[src/rtl/asid_pkg.sv]
package asid_pkg;

    typedef enum logic [0:0] {
        ST_RUN   = 1'b0,
        ST_FLUSH = 1'b1
    } alloc_state_e;

    // Identifier handed out right after a rollover.
    localparam int unsigned ROLLOVER_ID = 0;

endpackage

[src/rtl/asid_used_map.sv]
module asid_used_map #(
    parameter int unsigned ASID_W = 8,
    localparam int unsigned ASID_N = 1 << ASID_W
) (
    input  logic              clk,
    input  logic              rst,
    input  logic              clr_i,
    input  logic              set_en_i,
    input  logic [ASID_W-1:0] set_idx_i,
    input  logic              rel_en_i,
    input  logic [ASID_W-1:0] rel_idx_i,
    output logic [ASID_N-1:0] used_o
);

    // One flop per identifier. A set beats a release, and a clear beats both.
    for (genvar g = 0; g < ASID_N; g++) begin : g_bit
        always_ff @(posedge clk) begin
            if (rst || clr_i) begin
                used_o[g] <= 1'b0;
            end else if (set_en_i && (set_idx_i == ASID_W'(g))) begin
                used_o[g] <= 1'b1;
            end else if (rel_en_i && (rel_idx_i == ASID_W'(g))) begin
                used_o[g] <= 1'b0;
            end
        end
    end

endmodule

[src/rtl/asid_lowest_free.sv]
module asid_lowest_free #(
    parameter int unsigned ASID_W = 8,
    localparam int unsigned ASID_N = 1 << ASID_W
) (
    input  logic [ASID_N-1:0] used_i,
    output logic              found_o,
    output logic [ASID_W-1:0] idx_o
);

    // Scan from high to low so that the lowest free index is the last one written.
    always_comb begin
        found_o = 1'b0;
        idx_o   = '0;
        for (int i = ASID_N - 1; i >= 0; i--) begin
            if (!used_i[i]) begin
                found_o = 1'b1;
                idx_o   = ASID_W'(i);
            end
        end
    end

endmodule

[src/rtl/asid_alloc_ctrl.sv]
module asid_alloc_ctrl
    import asid_pkg::*;
#(
    parameter int unsigned ASID_W = 8,
    parameter int unsigned ROOT_W = 56
) (
    input  logic              clk,
    input  logic              rst,
    input  logic              req_i,
    input  logic [ROOT_W-1:0] root_i,
    input  logic              found_i,
    input  logic [ASID_W-1:0] found_idx_i,
    output logic              clr_o,
    output logic              set_en_o,
    output logic [ASID_W-1:0] set_idx_o,
    output logic              grant_valid_o,
    output logic [ASID_W-1:0] grant_asid_o,
    output logic [ROOT_W-1:0] root_o,
    output logic              flush_o
);

    alloc_state_e state_q;

    // Update the bitmap in the same edge that registers the grant.
    always_comb begin
        clr_o     = 1'b0;
        set_en_o  = 1'b0;
        set_idx_o = found_idx_i;
        if (state_q == ST_FLUSH) begin
            set_en_o  = 1'b1;
            set_idx_o = ASID_W'(ROLLOVER_ID);
        end else if (req_i) begin
            if (found_i) set_en_o = 1'b1;
            else         clr_o    = 1'b1;
        end
    end

    always_ff @(posedge clk) begin
        if (rst) begin
            state_q       <= ST_RUN;
            grant_valid_o <= 1'b0;
            grant_asid_o  <= '0;
            root_o        <= '0;
            flush_o       <= 1'b0;
        end else begin
            grant_valid_o <= 1'b0;
            flush_o       <= 1'b0;
            if (state_q == ST_FLUSH) begin
                state_q       <= ST_RUN;
                grant_valid_o <= 1'b1;
                grant_asid_o  <= ASID_W'(ROLLOVER_ID);
            end else if (req_i) begin
                root_o <= root_i;
                if (found_i) begin
                    grant_valid_o <= 1'b1;
                    grant_asid_o  <= found_idx_i;
                end else begin
                    state_q <= ST_FLUSH;
                    flush_o <= 1'b1;
                end
            end
        end
    end


    flush_single_chk: assert property (@(posedge clk) disable iff (rst)
        flush_o |=> !flush_o);


    flush_no_grant_chk: assert property (@(posedge clk) disable iff (rst)
        flush_o |-> !grant_valid_o);


    rollover_zero_chk: assert property (@(posedge clk) disable iff (rst)
        flush_o |=> (grant_valid_o && grant_asid_o == ASID_W'(ROLLOVER_ID)));


    grant_needs_req_chk: assert property (@(posedge clk) disable iff (rst)
        (grant_valid_o && !$past(flush_o)) |-> $past(req_i));

endmodule

[src/rtl/asid_alloc.sv]
module asid_alloc #(
    parameter int unsigned ASID_W = 8,
    parameter int unsigned PTBR_W = 64,
    localparam int unsigned ROOT_W = PTBR_W - ASID_W,
    localparam int unsigned ASID_N = 1 << ASID_W
) (
    input  logic              clk,
    input  logic              rst,
    input  logic              req_i,
    input  logic [ROOT_W-1:0] root_i,
    input  logic              rel_i,
    input  logic [ASID_W-1:0] rel_asid_i,
    output logic              grant_valid_o,
    output logic [ASID_W-1:0] grant_asid_o,
    output logic [PTBR_W-1:0] ptbr_o,
    output logic              flush_all_o
);

    logic [ASID_N-1:0] used;
    logic              found;
    logic [ASID_W-1:0] found_idx;
    logic              clr, set_en;
    logic [ASID_W-1:0] set_idx;
    logic [ROOT_W-1:0] root_q;

    asid_used_map #(.ASID_W(ASID_W)) u_map (
        .clk       (clk),
        .rst       (rst),
        .clr_i     (clr),
        .set_en_i  (set_en),
        .set_idx_i (set_idx),
        .rel_en_i  (rel_i),
        .rel_idx_i (rel_asid_i),
        .used_o    (used)
    );

    asid_lowest_free #(.ASID_W(ASID_W)) u_find (
        .used_i  (used),
        .found_o (found),
        .idx_o   (found_idx)
    );

    asid_alloc_ctrl #(.ASID_W(ASID_W), .ROOT_W(ROOT_W)) u_ctrl (
        .clk           (clk),
        .rst           (rst),
        .req_i         (req_i),
        .root_i        (root_i),
        .found_i       (found),
        .found_idx_i   (found_idx),
        .clr_o         (clr),
        .set_en_o      (set_en),
        .set_idx_o     (set_idx),
        .grant_valid_o (grant_valid_o),
        .grant_asid_o  (grant_asid_o),
        .root_o        (root_q),
        .flush_o       (flush_all_o)
    );

    assign ptbr_o = {grant_asid_o, root_q};


    granted_marked_chk: assert property (@(posedge clk) disable iff (rst)
        grant_valid_o |-> used[grant_asid_o]);


    rollover_sole_chk: assert property (@(posedge clk) disable iff (rst)
        flush_all_o |=> ($countones(used) == 1 && used[0]));

endmodule

[config.mk]
export PLATFORM = sky130hd
export DESIGN_NAME = asid_alloc
export DESIGN_NICKNAME = d
export VERILOG_FILES = /design/src/rtl/asid_pkg.sv /design/src/rtl/asid_used_map.sv /design/src/rtl/asid_lowest_free.sv /design/src/rtl/asid_alloc_ctrl.sv /design/src/rtl/asid_alloc.sv
export SDC_FILE = /design/constraint.sdc
export NUM_CORES = 1
export LEC_CHECK = 0
export ABC_AREA = 1
export CAP_MARGIN = 20
export CELL_PAD_IN_SITES_DETAIL_PLACEMENT = 1
export CELL_PAD_IN_SITES_GLOBAL_PLACEMENT = 2
export CORE_UTILIZATION = 29
export CTS_CLUSTER_SIZE = 12
export DETAILED_ROUTE_END_ITERATION = 8
export GPL_ROUTABILITY_DRIVEN = 0
export PLACE_DENSITY = 0.73
export SLEW_MARGIN = 20
export SYNTH_ARGS = -nofsm -noshare
export SYNTH_HDL_FRONTEND = slang
export SYNTH_HIERARCHICAL = 1
export SYNTH_SLANG_ARGS = --single-unit
export TNS_END_PERCENT = 100
[constraint.sdc]
create_clock -name clk -period 11.8 [get_ports clk]
set_input_delay 1.77 -clock clk [delete_from_list [all_inputs] [get_ports clk]]
set_output_delay 1.77 -clock clk [all_outputs]
set_load 0.02 [all_outputs]
==> results.md, run 1 <==
- Outcome: complete, but fails checks
- Failing checks: negative setup slack
- Share of layout cells above drive strength 1: 11.78%
- Crit path largest cell delay: 0.32 ns
- Max clock buf depth: 3
- Synth Area in XOR/XNOR: 0%
- TritonCTS clock tree: yes
- Root buf cell: clkbuf_16
- Residual DRC count: 0
- H-Tree Level Count: 2
- RSZ-0062 raised after global routing: true
- Commonest non-fill, non-tap cells in the layout: 886 x nand2_1, 320 x dfxtp_1, 251 x nor2_1, 220 x a21oi_1, 212 x nand3_1
- Sw Pwr: 0.6797 mW
- Worst-path fanout max: 5
- Total wire length: 75.82 mm
- Final Hold Viols: 0
- Post-Synth Adder-Cell Area: 0%
- Clock slew at reported path FFs: 0.06 ns
- Arrival time worst endpoint: 14.83 ns
- HPWL after detailed placement: 49.48 mm
- Fin worst setup slack: -2.522 ns
- Cells after Synth: 2595
- Routed length on met2: 35.64 mm
- Synth Register Bits: 322
- Gr usage total: 25.14%
- Fin crit period: 14.32 ns
- Worst-case reg-to-reg path depth: 261
- Internal: 1.980 mW
- Via count: 18182
- Worst-margin pin slew: 1.159 ns
- Synth Area in Simple Gates: 38.40%
- Max Clk Rate: 69.82 MHz
- # rows: 87
- FF/Latch Area: 6449 um^2
- Multi-input gate area: 9316 um^2
- Core Region: 56820 um^2
- Worst EP required: 12.30 ns
- Top FF cell, synth: dfxtp_1
- Nets: 2814
- Vias in the first global route: 18176
- TritonCTS Buffers: 41
- Worst-Skew Late Latency: 0.59 ns
- Final setup violation count: 257
- Max-slew violation count: 0
- Comb power frac: 8.0%
- Post-route ant nets: 0
- Mean Syn Cell Area: 6.472 um^2
- Initial antenna violation count: 2
- CP Capture Type: register
- EDFF count, synth: 0
- Mux contribution to synthesized area: 0%
- PD cells: 125.7 nW/um^2
- Top Ports: 142
- Max-Cap Viols: 0
- Sequential share of power: 41.8%
- GRT Residual Overflow: 0
- Drt pass-1 iters: 5
- Met3 WL: 3.539 mm
- Setup CP Type: reg -> reg
- Hold path cells: 2
- Clock power share: 50.2%
- Main combinational cell family by area after synthesis: simple AND/OR/NAND/NOR gates
- First-pass GRT wire length: 113.1 mm
- Uppermost layer routed: met4
- Placed Instances: 3442
- Met1 wire length: 34.23 mm
- Die Y-Extent: 242.7 um
- Routed len/inst: 21.46 um
- Seq/Total Area, Yosys: 38.38%
- Fill cells: 7153
- Commonest non-fill, non-tap cell in the layout: nand2_1
- Static leakage: 7.043 nW
- Yosys cell types: 43
- Slew headroom: 22.03%
- DRT iter0 DRCs: 1112
- Most frequent CP cell: nand2_1
- Switching part of the total power: 25.55%
- Initial Utilization: 29.56%
- Clock skew: 0.01911 ns
- Die W: 242.7 um
- CP startpoint kind: register
- Layout area overhead: 26.00%
- Final Instance Count excl. Fillers: 3533
- Clk sink count: 322
- Dpl ws: -2.417 ns
- Mapped Nets: 2663
- Worst path slowest cell: dfxtp_2
- Die Area: 58880 um^2
- Worst VDD drop: 91.33 uV
- Netlist Area Pre-Place: 16790 um^2
- Final worst-path cycle share: 121.4%
- DR vias/cell: 5.146
- Largest net degree at the start of global routing: 83
- Compound-Gate Fraction of Synth Area: 15.15%
- IO Port Bufs: 141
- Synth Warn #: 6
- Async S/R FF share, synth: 0%
- Hold crit path type: reg -> reg
[logic make-up (layout without fill, tap and decap cells)]
| group | Yosys count | count (layout) |
|---|---|---|
| simple gates | 1510 | 1510 |
| compound gates | 479 | 479 |
| flops | 322 | 322 |
| buf+inv | 284 | 465 |
| other cells | 0 | 1 |
[cell type report]
cell class / count / area share [%]
inverters: 156 / 2.791
clock buffers: 59 / 5.735
flip-flops and latches: 322 / 30.47
repair buffers: 236 / 11.58
well taps: 756 / 4.470
multi-input cells: 1989 / 44.03
diodes: 1 / 0.01183
clock inverters: 14 / 0.9105
[sequential cells by signal, summed over array words and instances, names as in the netlist]
name	cells
u_ctrl/root_o	56
u_map/used_o	256
u_ctrl/state_q	1
u_ctrl/grant_valid_o	1
u_ctrl/grant_asid_o	8
[final timing paths]
kind / startpoint / to / slack [ns]
setup / recovery: u_map/used_o[255] / u_map/used_o[181] / -2.52
hold / removal: u_ctrl/root_o[1] / u_ctrl/root_o[1] / 0.48
setup reg to reg: u_map/used_o[255] / u_map/used_o[181] / -2.52
hold reg to reg: u_ctrl/root_o[1] / u_ctrl/root_o[1] / 0.48
[power groups by stage]
stage / Sequential [mW] / Clock [mW] / Combinational [mW]
detailed placement: 1.14 / 0 / 0.210
floorplan: 1.15 / 0 / 0.0937
global placement: 1.14 / 0 / 0.207
CTS: 1.11 / 1.37 / 0.212
global route: 1.11 / 1.41 / 0.228
finish: 1.11 / 1.33 / 0.213
[critical path, delay by kind of cell, from the launching register on]
family / cells / cell delay, ns
AND/OR/NAND/NOR: 255 / 13.05
flip-flops: 1 / 0.32
buffers and inverters: 4 / 0.44
AO/OA/AOI/OAI: 2 / 0.30
[through the flow]
step           TNS [ns]  hold slack [ns]  instance area, um^2  total power, mW  util (%)
4_1_cts         -628.43           0.4846                20820            2.691     36.63
3_3_place_gp    -551.03           0.4631                19210            1.343     33.81
2_1_floorplan    -58.97           0.4522                16900            1.246         -
3_5_place_dp    -589.90           0.4710                19230            1.346     33.84
5_1_grt        -1242.57           0.5005                21160            2.751     37.24
6_report        -613.56           0.4798                21160            2.660     37.24
[synthesized netlist by cell type, drive strengths merged (9+ instances only)]
master  number  area [um^2]
nor4         9        56.30
nand3      219         1131
a31oi       17        106.4
o21ai      164        820.8
buf         86        605.6
inv        154        580.6
dfxtp      322         6446
nor2       286         1231
nor3        45        326.6
nand2      919         3497
a21oi      281         1485
nand4       23        143.9
clkbuf      42        158.9
[routing by layer]
metal,track usage [%],up-vias
li1,-,8767
met1,32.78,8907
met2,42.55,379
met3,3.262,129
met4,8.472,0
met5,0,-
[what timing repair did]
item                       in CTS  in global routing
resized for setup              28                 54
setup endpoints to repair     257                257
cloned                          1                  3
hold buffers                    0                  0
setup buffers                   7                  7
pin swaps                      11                 48
Note: power is estimated with default switching activity, not from simulation.
==> run 2, diff against run 1 <==
--- a/config.mk
+++ b/config.mk
@@ -13,6 +13,7 @@
 export CTS_CLUSTER_SIZE = 12
 export DETAILED_ROUTE_END_ITERATION = 8
 export GPL_ROUTABILITY_DRIVEN = 0
+export HOLD_SLACK_MARGIN = 0.08
 export PLACE_DENSITY = 0.73
 export SLEW_MARGIN = 20
 export SYNTH_ARGS = -nofsm -noshare
==> results of run 2 <==
No change in the layout: final DEF, timing and power equal those of run 1.
==> run 3, diff against run 2 <==
--- a/config.mk
+++ b/config.mk
@@ -15,6 +15,7 @@
 export GPL_ROUTABILITY_DRIVEN = 0
 export HOLD_SLACK_MARGIN = 0.08
 export PLACE_DENSITY = 0.73
+export SETUP_SLACK_MARGIN = 0.15
 export SLEW_MARGIN = 20
 export SYNTH_ARGS = -nofsm -noshare
 export SYNTH_HDL_FRONTEND = slang
==> run 3 against run 2 <==
Effect of this change: the flow still finishes with violations (negative setup slack); flip-flop and latch count is the same; combinational power is essentially flat; clock-buffer cell count grew 4; utilization grew 0.43 points; final area grew 1.2%; die area is the same; highest routed layer unchanged; sequential share of layout area shrank 0.35 points.
==> results.md, run 3 (synthesis gave the netlist of run 1 again) <==
- Outcome: complete, but fails checks
- Failing checks: negative setup slack
- N_diodes: 0
- Share of layout cells above drive strength 1: 13.88%
- Arrival time worst endpoint: 14.90 ns
- Layout area overhead: 27.46%
- Via count: 18252
- CTS Hold Bufs: 0
- Placed Instances: 3433
- WP buf/inv: 5
- Worst EP required: 12.29 ns
- Biggest register: u_map/used_o
- Total wire length: 77.09 mm
- GRT Residual Overflow: 0
- Regs by FF count: u_map/used_o: 256 flops, u_ctrl/root_o: 56 flops, u_ctrl/grant_asid_o: 8 flops
- Top Ports: 142
- CP Capture Type: register
- Drt pass-1 iters: 5
- Commonest non-fill, non-tap cells in the layout: 842 x nand2_1, 320 x dfxtp_1, 247 x nor2_1, 212 x nand3_1, 207 x a21oi_1
- Placed instance area: 19170 um^2
- Most frequent CP cell: nand2_1
- Routed len/inst: 21.85 um
- Root buf cell: clkbuf_16
- Static leakage: 7.370 nW
- Final cell utilization of the core: 37.67%
- Fin worst setup slack: -2.614 ns
- Fin crit period: 14.41 ns
- First-pass GRT wire length: 114.3 mm
- Gr usage total: 25.23%
- Vias in the first global route: 18493
- Slew headroom: 23.69%
- Residual DRC count: 0
- Top Family by Delay on Critical Path: simple AND/OR/NAND/NOR gates
- Initial Utilization: 29.56%
- # rows: 87
- Commonest non-fill, non-tap cell in the layout: nand2_1
- Final worst-path cycle share: 122.2%
- Worst-margin pin slew: 1.145 ns
- Setup CP Type: reg -> reg
- Clock slew at reported path FFs: 0.06 ns
- Max reg flops: 256
- DRT iter0 DRCs: 1166
- Max-slew violation count: 0
- Largest net degree at the start of global routing: 82
- Core Region: 56820 um^2
- DR vias/cell: 5.172
- Die Y-Extent: 242.7 um
- TritonCTS Buffers: 41
- Post-route cell area: 21410 um^2
- RSZ-0062 raised after global routing: true
- Worst VDD drop: 96.94 uV
- Final Hold Viols: 0
- Die W: 242.7 um
- IO Port Bufs: 141
- Nets: 2813
- Setup TNS: -644.61 ns
- Max Clk Rate: 69.38 MHz
- Hold crit path type: reg -> reg
- Final Instance Count excl. Fillers: 3529
- Worst path slowest cell: dfxtp_2
- HPWL after detailed placement: 49.04 mm
- Max clock buf depth: 3
- H-Tree Level Count: 2
- PD cells: 121.4 nW/um^2
- Clk sink count: 322
- CP startpoint kind: register
- Crit path largest cell delay: 0.33 ns
- Max-Cap Viols: 0
- Final setup violation count: 257
- Worst-Skew Late Latency: 0.58 ns
- Clock skew: 0.02932 ns
- TritonCTS clock tree: yes
- Overall power: 2.598 mW
- Die Area: 58880 um^2
- Worst-path fanout max: 15
- Initial antenna violation count: 2
- Dpl ws: -2.396 ns
- WHS: 0.4800 ns
- Post-route ant nets: 0
## run 3: changes by cell type in the layout (fill, tap and decap cells not counted), moves of 10 or more
cell,delta
a21oi_2,+13
a21oi_1,-13
buf_6,+10
buf_4,-12
nand2_1,-44
nand2_4,+20
nand2_2,+24
## run 3: layout make-up
cell class	instances	area (um^2)
Clock inverter	8	72.57
Inverter	156	594.3
Tap cell	756	945.9
Sequential cell	322	6449
Fill cell	7139	35420
Clock buffer	63	1259
Timing Repair Buffer	235	2501
Multi-Input combinational cell	1989	9585
## run 3: worst paths after layout
path	startpoint	endpoint	slack, ns	cells past startpoint
worst max register to register	u_map/used_o[255]	u_map/used_o[136]	-2.61	262
worst min-delay path	u_ctrl/root_o[53]	u_ctrl/root_o[53]	0.48	2
worst min register to register	u_ctrl/root_o[53]	u_ctrl/root_o[53]	0.48	2
worst max-delay path	u_map/used_o[255]	u_map/used_o[136]	-2.61	262
## run 3: power breakdown
part           internal (mW)  switching (mW)  total [mW]
Sequential              1.10         0.00948        1.11
Combinational         0.0750           0.141       0.216
Clock                  0.752           0.518        1.27
Total                   1.93           0.668        2.60
## run 3: per-layer routing
metal / up-vias / global-route usage, % / routed length [um]
met3: 110 / 3.483 / 3664
met1: 8934 / 33.64 / 34900
met4: 0 / 5.993 / 1986
met5: - / 0 / 0
met2: 431 / 42.79 / 36550
li1: 8777 / - / -
## run 3: timing repair
item                                    CTS  global route
buffers inserted                          7            12
cloned                                    1             4
pin swaps                                43            37
endpoints found under the setup margin  257           257
resized for setup                        65           104
## run 3: worst register-to-register path: cells and delay by family (launching register included)
family                 cells  cell delay (ns)
AND/OR/NAND/NOR          255            13.04
buffers and inverters      5             0.62
flip-flops                 1             0.33
AO/OA/AOI/OAI              2             0.20
